### src/rtl/lscp_pkg.sv
package lscp_pkg;
  // Width of a carrier value for NCAR bands of a CW-bit counter.
  function automatic int car_width(input int cw, input int ncar);
    return cw + $clog2(ncar);
  endfunction
endpackage

### src/rtl/lscp_tri_counter.sv
module lscp_tri_counter #(
  parameter int CW = 10
) (
  input  logic          clk,
  input  logic          rst_n,
  input  logic [CW-1:0] cfg_peak,
  output logic [CW-1:0] cnt,
  output logic [CW-1:0] band,
  output logic [CW-1:0] peak_q
);
  logic [CW-1:0] cnt_q;
  logic          up_q;
  logic          at_zero;

  assign at_zero = (cnt_q == '0);
  // Configuration is taken up only at the bottom of the triangle.
  assign band    = at_zero ? cfg_peak : peak_q;
  assign cnt     = cnt_q;

  always_ff @(posedge clk) begin
    if (!rst_n) begin
      cnt_q  <= '0;
      up_q   <= 1'b1;
      peak_q <= '0;
    end else begin
      if (at_zero) peak_q <= cfg_peak;
      if (up_q) begin
        cnt_q <= cnt_q + 1'b1;
        if (({1'b0, cnt_q} + 1'b1) >= {1'b0, band}) up_q <= 1'b0;
      end else begin
        cnt_q <= cnt_q - 1'b1;
        if (cnt_q == CW'(1)) up_q <= 1'b1;
      end
    end
  end
endmodule

### src/rtl/lscp_band_cmp.sv
module lscp_band_cmp #(
  parameter int CW   = 10,
  parameter int NCAR = 4,
  parameter int CAW  = 12
) (
  input  logic                  clk,
  input  logic                  rst_n,
  input  logic [CW-1:0]         cnt,
  input  logic [CW-1:0]         band,
  input  logic                  ref_valid,
  input  logic signed [CAW:0]   ref_sample,
  output logic [NCAR-1:0]       cmd
);
  logic [CAW-1:0]          half_span;
  logic signed [CAW+1:0]   uref;

  assign half_span = CAW'(NCAR / 2) * CAW'(band);
  assign uref = $signed({ref_sample[CAW], ref_sample}) + $signed({2'b00, half_span});

  for (genvar k = 0; k < NCAR; k++) begin : g_band
    logic [CAW-1:0]        car;
    logic signed [CAW+1:0] car_s;
    logic                  on_q;

    assign car   = CAW'(cnt) + CAW'(k) * CAW'(band);
    assign car_s = $signed({2'b00, car});

    always_ff @(posedge clk) begin
      if (!rst_n) begin
        on_q <= 1'b0;
      end else if (ref_valid) begin
        if (uref > car_s)      on_q <= 1'b1;
        else if (uref < car_s) on_q <= 1'b0;
      end
    end

    assign cmd[k] = on_q;
  end
endmodule

### src/rtl/lscp_deadtime.sv
module lscp_deadtime #(
  parameter int DW = 8
) (
  input  logic          clk,
  input  logic          rst_n,
  input  logic          cmd,
  input  logic [DW-1:0] cfg_dead,
  output logic          hi,
  output logic          lo
);
  logic          cur_q;
  logic [DW-1:0] tmr_q;
  logic          hi_q;
  logic          lo_q;

  always_ff @(posedge clk) begin
    if (!rst_n) begin
      cur_q <= 1'b0;
      tmr_q <= '0;
      hi_q  <= 1'b0;
      lo_q  <= 1'b0;
    end else if (cmd != cur_q) begin
      cur_q <= cmd;
      tmr_q <= cfg_dead;
      hi_q  <= 1'b0;
      lo_q  <= 1'b0;
    end else if (tmr_q != '0) begin
      tmr_q <= tmr_q - 1'b1;
    end else begin
      hi_q <= cur_q;
      lo_q <= ~cur_q;
    end
  end

  assign hi = hi_q;
  assign lo = lo_q;
endmodule

### src/rtl/lscp_leg.sv
module lscp_leg
  import lscp_pkg::*;
#(
  parameter int  CW   = 10,
  parameter int  DW   = 8,
  parameter int  NCAR = 4,
  localparam int CAW  = car_width(CW, NCAR)
) (
  input  logic                 clk,
  input  logic                 rst_n,
  input  logic [CW-1:0]        cfg_peak,
  input  logic [DW-1:0]        cfg_dead,
  input  logic                 ref_valid,
  output logic                 ref_ready,
  input  logic signed [CAW:0]  ref_sample,
  output logic [NCAR-1:0]      gate_hi,
  output logic [NCAR-1:0]      gate_lo
);
  logic [CW-1:0]   cnt;
  logic [CW-1:0]   band;
  logic [CW-1:0]   peak_q;
  logic [NCAR-1:0] cmd;

  assign ref_ready = 1'b1;

  lscp_tri_counter #(.CW(CW)) u_cnt (
    .clk      (clk),
    .rst_n    (rst_n),
    .cfg_peak (cfg_peak),
    .cnt      (cnt),
    .band     (band),
    .peak_q   (peak_q)
  );

  lscp_band_cmp #(.CW(CW), .NCAR(NCAR), .CAW(CAW)) u_cmp (
    .clk        (clk),
    .rst_n      (rst_n),
    .cnt        (cnt),
    .band       (band),
    .ref_valid  (ref_valid),
    .ref_sample (ref_sample),
    .cmd        (cmd)
  );

  for (genvar k = 0; k < NCAR; k++) begin : g_pair
    lscp_deadtime #(.DW(DW)) u_dt (
      .clk      (clk),
      .rst_n    (rst_n),
      .cmd      (cmd[k]),
      .cfg_dead (cfg_dead),
      .hi       (gate_hi[k]),
      .lo       (gate_lo[k])
    );
  end
endmodule

### config.mk
export PLATFORM = sky130hd
export DESIGN_NAME = lscp_leg
export DESIGN_NICKNAME = d
export VERILOG_FILES = /design/src/rtl/lscp_pkg.sv /design/src/rtl/lscp_tri_counter.sv /design/src/rtl/lscp_band_cmp.sv /design/src/rtl/lscp_deadtime.sv /design/src/rtl/lscp_leg.sv
export SDC_FILE = /design/constraint.sdc
export NUM_CORES = 1
export LEC_CHECK = 0
export ABC_AREA = 0
export CORE_MARGIN = 2
export CORE_UTILIZATION = 66
export DETAILED_ROUTE_END_ITERATION = 8
export DONT_BUFFER_PORTS = 1
export PLACE_DENSITY = 0.88
export SYNTH_ARGS = -nofsm -noshare
export SYNTH_HDL_FRONTEND = slang
export SYNTH_SLANG_ARGS = --single-unit
### constraint.sdc
create_clock -name clk -period 6.12 [get_ports clk]
set_input_delay 0 -clock clk [delete_from_list [all_inputs] [get_ports clk]]
set_output_delay 0 -clock clk [all_outputs]
set_load 0.02 [all_outputs]
==> impl_metrics.json, run 1 <==
{
  "vias": 5627,
  "wl_mm": 15.8,
  "post-synth-top-area-cell": "dfxtp_1",
  "nFillCells": 671,
  "diodes": 0,
  "critPathKind": "flop to flop",
  "finalWorstSetupSlack_ns": 0.245,
  "clockBufferDepth": 2,
  "synthTopCellsByArea": "dfxtp_1 22%, ha_1 20%, xnor2_1 7.2%",
  "die_area_sq_um": 10300,
  "worstReg2RegStart": "u_cnt.cnt[1]",
  "wl_per_cell_um": 17.6,
  "nets": 907,
  "fin_crit_sh_pct": 96.0,
  "r2r_slack_ns": 0.24,
  "drc": 0,
  "grt_pass1_vias": 5425,
  "antenna_found_initial": 0,
  "clk_latency_ns": 0.36,
  "cts_made_buffers": 9,
  "required_ns": 6.37,
  "postSynthCellCount": 752,
  "finalSetupViolations": 0,
  "synth_ff_type": "dfxtp_1",
  "cp_max_fo": 7,
  "die_h_um": 102,
  "cts_htree_levels": 3,
  "syn2layout_area_growth_pct": 7.86,
  "synthArstFlopShare_pct": 0,
  "grt_pass1_wl_mm": 25.7,
  "relSlewSlack_pct": 14.8,
  "rsz0062_at_grt": "true",
  "syn-cell-area_sq_um": 6290,
  "cts_tree": "done",
  "maxClockFrequency_mhz": 170,
  "worst_pin_slew_ns": 1.27,
  "outcome": "finished clean",
  "layout-drive-gt1-share_pct": 4.42,
  "gp_congestion": 0.987,
  "io_buffers": 0,
  "dp_hpwl_mm": 12.1,
  "ys_seq_area_share_pct": 22.0,
  "synth-edff-count": 0,
  "grt_use_total_pct": 31.7,
  "hold_depth": 2,
  "synth_cell_type_count": 56,
  "globalRouteOverflowTotal": 0,
  "syn_nets": 894,
  "cp-end-kind": "flop",
  "hold_class": "input port to flop",
  "core-area_sq_um": 9240,
  "period_needed_ns": 5.88,
  "grt_max_degree": 38,
  "ant_nets": 0,
  "totalNegativeSetupSlack_ns": 0,
  "cts_sinks": 69,
  "drt_iter0_drc": 388,
  "drt-pass1-iter-count": 5,
  "startpoint_type": "flop",
  "num_rows": 35,
  "fin_skew_ns": 0.0161,
  "crit_arrival_ns": 6.13,
  "synth_most_common_cell": "ha_1",
  "cts-root-buf": "clkbuf_8",
  "clk_pin_slew_ns": 0.08,
  "slew_viol_final": 0,
  "post_cts_buffers": 0,
  "holdPathEnd": "u_cnt.peak_q[8]",
  "hold_viol_final": 0,
  "dieWidth_um": 102,
  "viasPerCell": 6.26,
  "drv_cap": 0,
  "io_pins": 43,
  "yosys.area.top_type_share_pct": 22.0,
  "initial_core_util_pct": 68.0,
  "multiInputGateArea_sq_um": 4590,
  "worstHoldStart": "cfg_peak[8]",
  "seq_area_sq_um": 1380,
  "avgSynthCellArea_sq_um": 8.36,
  "pre_cts_slack_ns": 0.213,
  "synth_common_cells": "100 x ha_1, 74 x nor2_1, 69 x dfxtp_1",
  "yosys_warnings": 0,
  "synth-seq-cells": 69,
  "ff2ff_path_depth": 19,
  "final_util_pct": 73.4,
  "worstReg2RegEnd": "u_cmp.g_band[0].on_q"
}
==> critical path, stage by stage (launching register included) <==
cell	delay, ns
dfxtp_1	0.40
inv_1	0.26
ha_1	0.27
nand2b_1	0.15
nor4b_4	0.56
buf_4	0.27
mux2i_2	0.47
inv_1	0.27
ha_1	0.39
a21oi_1	0.22
a2bb2oi_1	0.24
a21oi_1	0.16
xor2_1	0.46
ha_1	0.35
o21ai_0	0.10
a21oi_1	0.06
a211o_1	0.29
a21oi_1	0.18
a21oi_1	0.09
dlygate4sd3_1	0.55
==> stage by stage <==
stage	cell area, sq um	cells	hold WS [ns]
after floorplan	6290	752	0.136
after global placement	6350	861	0.144
after detailed placement	6350	861	0.148
after CTS	6740	897	0.00277
after global routing	6780	899	0.0278
final	6780	899	0.0204
==> flip-flops by register name (all words and copies together) (netlist names) <==
name and cells:
u_cmp.g_band.on_q 4, g_pair.u_dt.hi 4, g_pair.u_dt.lo 4, g_pair.u_dt.tmr_q 32, u_cnt.up_q 1, u_cnt.cnt 10, g_pair.u_dt.cur_q 4, u_cnt.peak_q 10
==> cell type report <==
class	instances	area share, %
clock buffers	9	1.83
clock inverters	7	1.09
inverters	53	2.93
multi-input cells	606	67.7
flip-flops and latches	69	20.4
well taps	129	2.38
repair buffers	26	3.69
==> cell usage in the layout (no fill, tap or decap), types with 24 or more instances in the layout <==
master	n
o21ai_0	34
inv_1	53
nor2_1	74
nor3_1	24
xor2_1	29
ha_1	100
dfxtp_1	69
xnor2_1	52
a21oi_1	55
nand2_1	37
==> logic make-up (layout without fill, tap and decap cells) <==
| family | after synthesis | count (layout) | share of synthesized area [%] |
|---|---|---|---|
| flip-flops | 69 | 69 | 22.0 |
| XOR/XNOR | 81 | 81 | 11.3 |
| other | 1 | 1 | 0.0597 |
| multiplexers | 20 | 20 | 3.24 |
| AO/OA/AOI/OAI | 177 | 177 | 18.2 |
| buffers and inverters | 77 | 95 | 5.25 |
| adder cells (fa/ha/maj) | 109 | 109 | 22.6 |
| AND/OR/NAND/NOR | 218 | 218 | 17.4 |
==> worst max path at each step <==
stage | slack (ns) | start | cells past startpoint | endpoint
final | 0.24 | u_cnt.cnt[1] | 19 | u_cmp.g_band[0].on_q
after global routing | -0.05 | u_cnt.cnt[1] | 19 | u_cmp.g_band[0].on_q
after CTS | 0.19 | u_cnt.cnt[1] | 22 | u_cmp.g_band[3].on_q
after detailed placement | 0.21 | u_cnt.cnt[1] | 22 | u_cmp.g_band[3].on_q
after global placement | 0.56 | u_cnt.cnt[1] | 22 | u_cmp.g_band[3].on_q
after floorplan | 1.08 | u_cnt.cnt[4] | 21 | u_cmp.g_band[3].on_q
==> what timing repair did <==
item,CTS,global route
hold buffers,20,2
hold endpoints to repair,51,2
endpoints found under the setup margin,0,3
resized for setup,0,3
==> per-layer routing <==
metal | share of wire (%) | wire (um) | GRT usage, %
met5 | 0 | 0 | 0
met4 | 2.3 | 369 | 9.67
met3 | 7.9 | 1240 | 6.07
met2 | 46 | 7280 | 51.7
met1 | 44 | 6920 | 42.5
Power of run 1 is left out: the tool's default activity adds up to more than one toggle a clock period on the data nets, which glitch-free logic cannot reach.
==> run 2, diff against run 1 <==
Settings changed: SYNTH_HIERARCHICAL set to 1.
==> impl_metrics.json, run 2 <==
{
  "outcome": "complete, but fails checks",
  "violations": "negative hold slack",
  "cts_sinks": 69,
  "finalSetupViolations": 0,
  "drv_cap": 0,
  "instances_no_fill": 936,
  "period_needed_ns": 5.88,
  "syn_nets": 937,
  "worst_hold_slack_ns": -0.000524,
  "relSlewSlack_pct": 20.8,
  "synth_most_common_cell": "ha_1",
  "vias": 6037,
  "io_buffers": 0,
  "grt_pass1_vias": 6100,
  "clockPowerShare_pct": 9.0,
  "ir_worst_vdd_mv": 0.515,
  "crit_arrival_ns": 6.19,
  "synthTopCellsByArea": "dfxtp_1 20%, ha_1 19%, xnor2_1 5.3%",
  "cp_max_fo": 12,
  "top_usage_layer": "met2",
  "synth_xor_area_share_pct": 7.06,
  "wl_per_cell_um": 18.5,
  "clk_latency_ns": 0.36,
  "path_buf_inv": 4,
  "post-synth-top-area-cell": "dfxtp_1",
  "synth-edff-count": 0,
  "nets": 945,
  "pwr-share-comb_pct": 74.5,
  "layout-drive-gt1-share_pct": 8.00,
  "synth_ff_type": "dfxtp_1",
  "grt_use_total_pct": 32.1,
  "dpl.cell_count": 898,
  "syn2layout_area_growth_pct": 7.26,
  "use_met2_pct": 57.4,
  "crit_chain": "or4_4, nor4_4, buf_4, mux2i_1, inv_1, ha_1, o21ai_0, o21bai_1, nand3_1, o211ai_1, a211oi_1, buf_4, ha_1, and4_1, nand3_1, nor3_1, nor3_1, a311oi_2, dlygate4sd3_1",
  "maxClockFrequency_mhz": 170,
  "ant_nets": 0,
  "dieWidth_um": 106,
  "startpoint_type": "flop",
  "worstReg2RegStart": "u_cnt/cnt[6]",
  "io_pins": 43,
  "avgSynthCellArea_sq_um": 8.67,
  "ys_seq_area_share_pct": 20.2,
  "critPathKind": "flop to flop",
  "drt_iter0_drc": 488,
  "cts_tree": "done",
  "syn-cell-area_sq_um": 6830,
  "required_ns": 6.43,
  "synth-seq-cells": 69,
  "cts_made_buffers": 9,
  "drt-pass1-iter-count": 5,
  "crit_start": "u_cnt/cnt[6]",
  "yosys_warnings": 6,
  "hold_class": "input port to flop",
  "wl_mm": 17.3,
  "met3_usage_pct": 5.57,
  "initial_core_util_pct": 67.0,
  "grt_max_degree": 73,
  "regMostFlops": "g_pair.u_dt/tmr_q",
  "num_rows": 37,
  "fin_skew_ns": 0.00621,
  "synth_common_cells": "103 x ha_1, 69 x dfxtp_1, 59 x a21oi_1",
  "globalRouteOverflowTotal": 0,
  "yosys.area_share.simple_pct": 20.4,
  "yosys.area.top_type_share_pct": 20.2,
  "clk_pin_slew_ns": 0.08,
  "met1_usage_pct": 36.7,
  "synth_top_family_by_area": "adder cells",
  "p_leak_nw": 3.15,
  "viasPerCell": 6.45,
  "cpPeakStageDelay_ns": 0.63,
  "synthArstFlopShare_pct": 0,
  "clockBufferDepth": 2,
  "slew_viol_final": 0,
  "swShare_pct": 50.4,
  "p_per_area_nw_per_um2": 646,
  "worstHoldStart": "rst_n",
  "fin_crit_sh_pct": 96.1,
  "worst_pin_slew_ns": 1.18,
  "diodes": 0,
  "power_frac_seq_pct": 16.5,
  "layout_common_cells": "103 x ha_1, 69 x dfxtp_1, 59 x a21oi_1, 58 x inv_1, 54 x nand2_1",
  "rsz0062_at_grt": "false",
  "grt_pass1_wl_mm": 28.8,
  "postSynthCellCount": 787,
  "synth_compound_area_share_pct": 20.2,
  "die_h_um": 106,
  "gp_congestion": 1.06,
  "dp_hpwl_mm": 13.2,
  "die_area_sq_um": 11200,
  "synth_cell_type_count": 76,
  "cp-end-kind": "flop",
  "final_common_cell": "ha_1",
  "cpMaxStageDelayCell": "or4_4",
  "muxShareOfSynthArea_pct": 3.59,
  "totalNegativeSetupSlack_ns": 0,
  "crit_family": "simple AND/OR/NAND/NOR gates",
  "hold_viol_final": 1,
  "drc": 0,
  "p_sw_mw": 2.39,
  "p_int_mw": 2.35,
  "cts-root-buf": "clkbuf_8",
  "synthAdderAreaFrac_pct": 22.7,
  "cts_htree_levels": 3,
  "antenna_found_initial": 0,
  "core-area_sq_um": 10200,
  "largest_reg_flops": 32
}
run 2: cell count changes after synthesis, moves of 10 or more:
cell,change
a211oi_1,-11
and2_1,+12
nand2_1,+17
nand3_1,+12
nand4_1,+10
nor2_1,-50
o21ai_1,+14
or3_1,+10
xnor2_1,-11
xor2_1,-15
run 2: cells by family (layout without fill, tap and decap cells):
logic type	Yosys count	in the layout
buffers and inverters	87	100
flip-flops	69	69
other	1	1
AO/OA/AOI/OAI	206	206
AND/OR/NAND/NOR	230	230
multiplexers	23	23
XOR/XNOR	55	55
adder cells (fa/ha/maj)	116	116
run 2: through the flow:
step	area [sq um]	hold slack [ns]	total power [mW]	worst slack (ns)	utilization, %
2_1_floorplan	6830	0.149	3.43	1.00	-
6_report	7320	-0.000524	4.73	0.236	71.9
4_1_cts	7310	0.000424	4.64	0.409	71.8
5_1_grt	7320	0.0161	5.18	0.00485	71.9
3_5_place_dp	6850	0.122	4.15	0.500	67.3
3_3_place_gp	6850	0.114	3.95	0.787	67.3
run 2: worst paths after layout:
| path | cells after the start | to | slack, ns |
|---|---|---|---|
| hold / removal | 2 | u_cnt/cnt[8] | -0.0005 |
| setup reg to reg | 19 | u_cmp/g_band[2].on_q | 0.24 |
| hold reg to reg | 2 | g_pair[1].u_dt/hi | 0.51 |
| setup / recovery | 19 | u_cmp/g_band[2].on_q | 0.24 |
run 2: final cells by class:
| cell class | count | area [sq um] |
|---|---|---|
| Sequential cell | 69 | 1380 |
| Tap cell | 136 | 170 |
| Inverter | 58 | 218 |
| Fill cell | 766 | 2860 |
| Timing Repair Buffer | 26 | 268 |
| Clock inverter | 7 | 98.8 |
| Multi-Input combinational cell | 631 | 5060 |
| Clock buffer | 9 | 124 |
run 2: routing by layer:
metal / up-vias / part of all wire (%)
met2: 267 / 51
li1: 2889 / -
met5: - / 0
met3: 66 / 5.5
met4: 0 / 4.3
met1: 2815 / 39
run 2: power by group through the flow:
| stage | combinational [mW] | sequential [mW] | clock [mW] |
|---|---|---|---|
| global placement | 3.17 | 0.778 | 0 |
| finish | 3.52 | 0.783 | 0.425 |
| floorplan | 2.69 | 0.736 | 0 |
| CTS | 3.43 | 0.779 | 0.432 |
| global route | 3.92 | 0.803 | 0.451 |
| detailed placement | 3.37 | 0.786 | 0 |
run 2: repair_timing:
action	4_1_cts	5_1_grt
gates resized for setup	0	1
buffers inserted	0	0
hold buffers	22	0
endpoints found under the hold margin	69	0
setup endpoints to repair	0	1
run 2: worst register-to-register path, delay by kind of cell, from the launching register on:
family	cells	cell delay, ns
AO/OA/AOI/OAI	5	1.07
adder cells (fa/ha/maj)	2	0.73
buffers and inverters	4	1.28
flip-flops	1	0.45
multiplexers	1	0.40
AND/OR/NAND/NOR	7	1.91
Note: power is estimated with default switching activity, not from simulation.
==> run 3, diff against run 2 <==
Settings changed: CORE_UTILIZATION 66 to 53, PLACE_DENSITY 0.88 to 0.74.
==> impl_metrics.json, run 3 (synthesized netlist as in run 2, its figures left out) <==
{
  "outcome": "finished clean",
  "ff2ff_path_depth": 20,
  "layout_common_cells": "103 x ha_1, 69 x dfxtp_1, 59 x a21oi_1, 58 x inv_1, 54 x nand2_1",
  "finalSetupViolations": 0,
  "holdPathEnd": "u_cmp/g_band[3].on_q",
  "p_int_mw": 2.41,
  "finalWorstSetupSlack_ns": 0.390,
  "worstHoldStart": "ref_sample[12]",
  "gp_congestion": 0.932,
  "cp_max_fo": 17,
  "worst_pin_slew_ns": 1.12,
  "worstReg2RegEnd": "u_cmp/g_band[2].on_q",
  "die_area_sq_um": 13800,
  "cts_made_buffers": 9,
  "vias": 6027,
  "drt_iter0_drc": 381,
  "fin_skew_ns": 0.00501,
  "dieWidth_um": 117,
  "multiInputGateArea_sq_um": 5070,
  "regMostFlops": "g_pair.u_dt/tmr_q",
  "clk_latency_ns": 0.34,
  "worst_hold_slack_ns": 0.0302,
  "critPathKind": "flop to flop",
  "hold_class": "input port to flop",
  "globalRouteOverflowTotal": 0,
  "antenna_found_initial": 1,
  "cts_sinks": 69,
  "crit_arrival_ns": 6.01,
  "totalNegativeSetupSlack_ns": 0,
  "viasPerCell": 6.16,
  "grt_pass1_vias": 6049,
  "worstReg2RegStart": "u_cnt/cnt[2]",
  "wl_met1_mm": 7.51,
  "pwr-share-comb_pct": 74.4,
  "clockBufferDepth": 2,
  "ir_worst_vdd_mv": 0.471,
  "grt_pass1_wl_mm": 29.5,
  "highest_layer": "met4",
  "drt-pass1-iter-count": 5,
  "clockPowerShare_pct": 9.6,
  "relSlewSlack_pct": 24.5,
  "maxClockFrequency_mhz": 175,
  "drv_cap": 0,
  "fin_crit_sh_pct": 93.6,
  "pre_cts_slack_ns": 0.629,
  "wl_met3_um": 863,
  "nFillCells": 1137,
  "grt_max_degree": 73,
  "num_rows": 41,
  "startpoint_type": "flop",
  "wl_per_cell_um": 18.2,
  "drc": 0,
  "die_h_um": 117,
  "power_frac_seq_pct": 16.0,
  "grt_use_total_pct": 26.4,
  "postLayoutCellArea_sq_um": 7470,
  "swShare_pct": 50.0,
  "final_common_cell": "ha_1",
  "io_pins": 43,
  "seq_area_sq_um": 1380,
  "slew_viol_final": 0,
  "clk_pin_slew_ns": 0.05,
  "met2_length_mm": 8.75,
  "syn2layout_area_growth_pct": 9.50,
  "p_leak_nw": 3.21,
  "period_needed_ns": 5.73,
  "cts_tree": "done",
  "required_ns": 6.40,
  "largest_reg_flops": 32,
  "nets": 954,
  "hold_depth": 3,
  "wl_mm": 17.8,
  "layout-drive-gt1-share_pct": 8.68,
  "dpl_cell_area_sq_um": 6940,
  "io_buffers": 0,
  "cts_htree_levels": 3,
  "rsz0062_at_grt": "false",
  "dp_hpwl_mm": 13.7,
  "cts-root-buf": "clkbuf_16",
  "ant_nets": 0,
  "p_sw_mw": 2.41,
  "p_per_area_nw_per_um2": 645,
  "hold_viol_final": 0,
  "cp-end-kind": "flop",
  "core-area_sq_um": 12600,
  "initial_core_util_pct": 54.1,
  "r2r_slack_ns": 0.39
}
run 3: changes by cell type in the layout (fill, tap and decap cells not counted), moves of 2 or more:
cell / change
bufinv_16: -2
clkinv_4: -2
clkbuf_8: -8
buf_4: +9
clkbuf_16: +9
run 3: how the worst max path moves through the flow:
stage                       from              endpoint  slack, ns  cells past startpoint
floorplan           u_cnt/cnt[0]  u_cmp/g_band[3].on_q       1.00                     24
global placement    u_cnt/cnt[4]  u_cmp/g_band[3].on_q       0.81                     20
detailed placement  u_cnt/cnt[4]  u_cmp/g_band[3].on_q       0.63                     20
CTS                 u_cnt/cnt[4]  u_cmp/g_band[2].on_q       0.28                     19
global route        u_cnt/cnt[2]  u_cmp/g_band[2].on_q       0.06                     20
finish              u_cnt/cnt[2]  u_cmp/g_band[2].on_q       0.39                     20
run 3: critical path, cell delays in order, from the launching register on:
cell and delay, ns:
dfxtp_1 0.50, or3b_2 0.56, nor4_4 0.22, buf_4 0.18, mux2i_1 0.30, inv_1 0.23, ha_1 0.34, a21o_1 0.20
a21oi_2 0.19, o21ai_1 0.12, a2111oi_2 0.48, o31ai_1 0.15, a21oi_1 0.22, xor2_1 0.09, ha_1 0.30, and4_1 0.20
nand3_1 0.18, nor3_1 0.28, nor3_1 0.10, a311oi_2 0.26, dlygate4sd3_1 0.57
run 3: per-stage QoR:
| step | power [mW] | cells | utilization (%) |
|---|---|---|---|
| 5_1_grt | 5.30 | 979 | 59.2 |
| 2_1_floorplan | 3.43 | 787 | - |
| 4_1_cts | 4.72 | 974 | 58.9 |
| 3_3_place_gp | 4.05 | 939 | 55.0 |
| 3_5_place_dp | 4.21 | 939 | 55.0 |
| 6_report | 4.82 | 979 | 59.2 |
run 3: area by class of cell:
cell class	count	area share, %
Antenna cell	1	0.0335
Timing Repair Buffer	35	4.49
Clock buffer	11	3.25
Tap cell	172	2.88
Inverter	58	2.91
Multi-Input combinational cell	631	67.8
Clock inverter	2	0.167
Sequential cell	69	18.5
run 3: what timing repair did:
item                       4_1_cts  5_1_grt
gates resized for setup          0        2
hold buffers                    22        0
hold endpoints to repair        69        0
setup endpoints to repair        0        1
buffers inserted                 0        4
run 3: metal layers:
metal / vias up / track usage (%)
li1: 2920 / -
met1: 2872 / 30.3
met2: 184 / 46.2
met3: 51 / 5.67
met4: 0 / 13.2
met5: - / 0
run 3: power groups by stage:
stage	Clock, mW	Sequential [mW]	Combinational (mW)
final	0.464	0.771	3.58
after global routing	0.494	0.792	4.01
after global placement	0	0.765	3.29
after detailed placement	0	0.778	3.43
after floorplan	0	0.736	2.69
after CTS	0.472	0.769	3.48
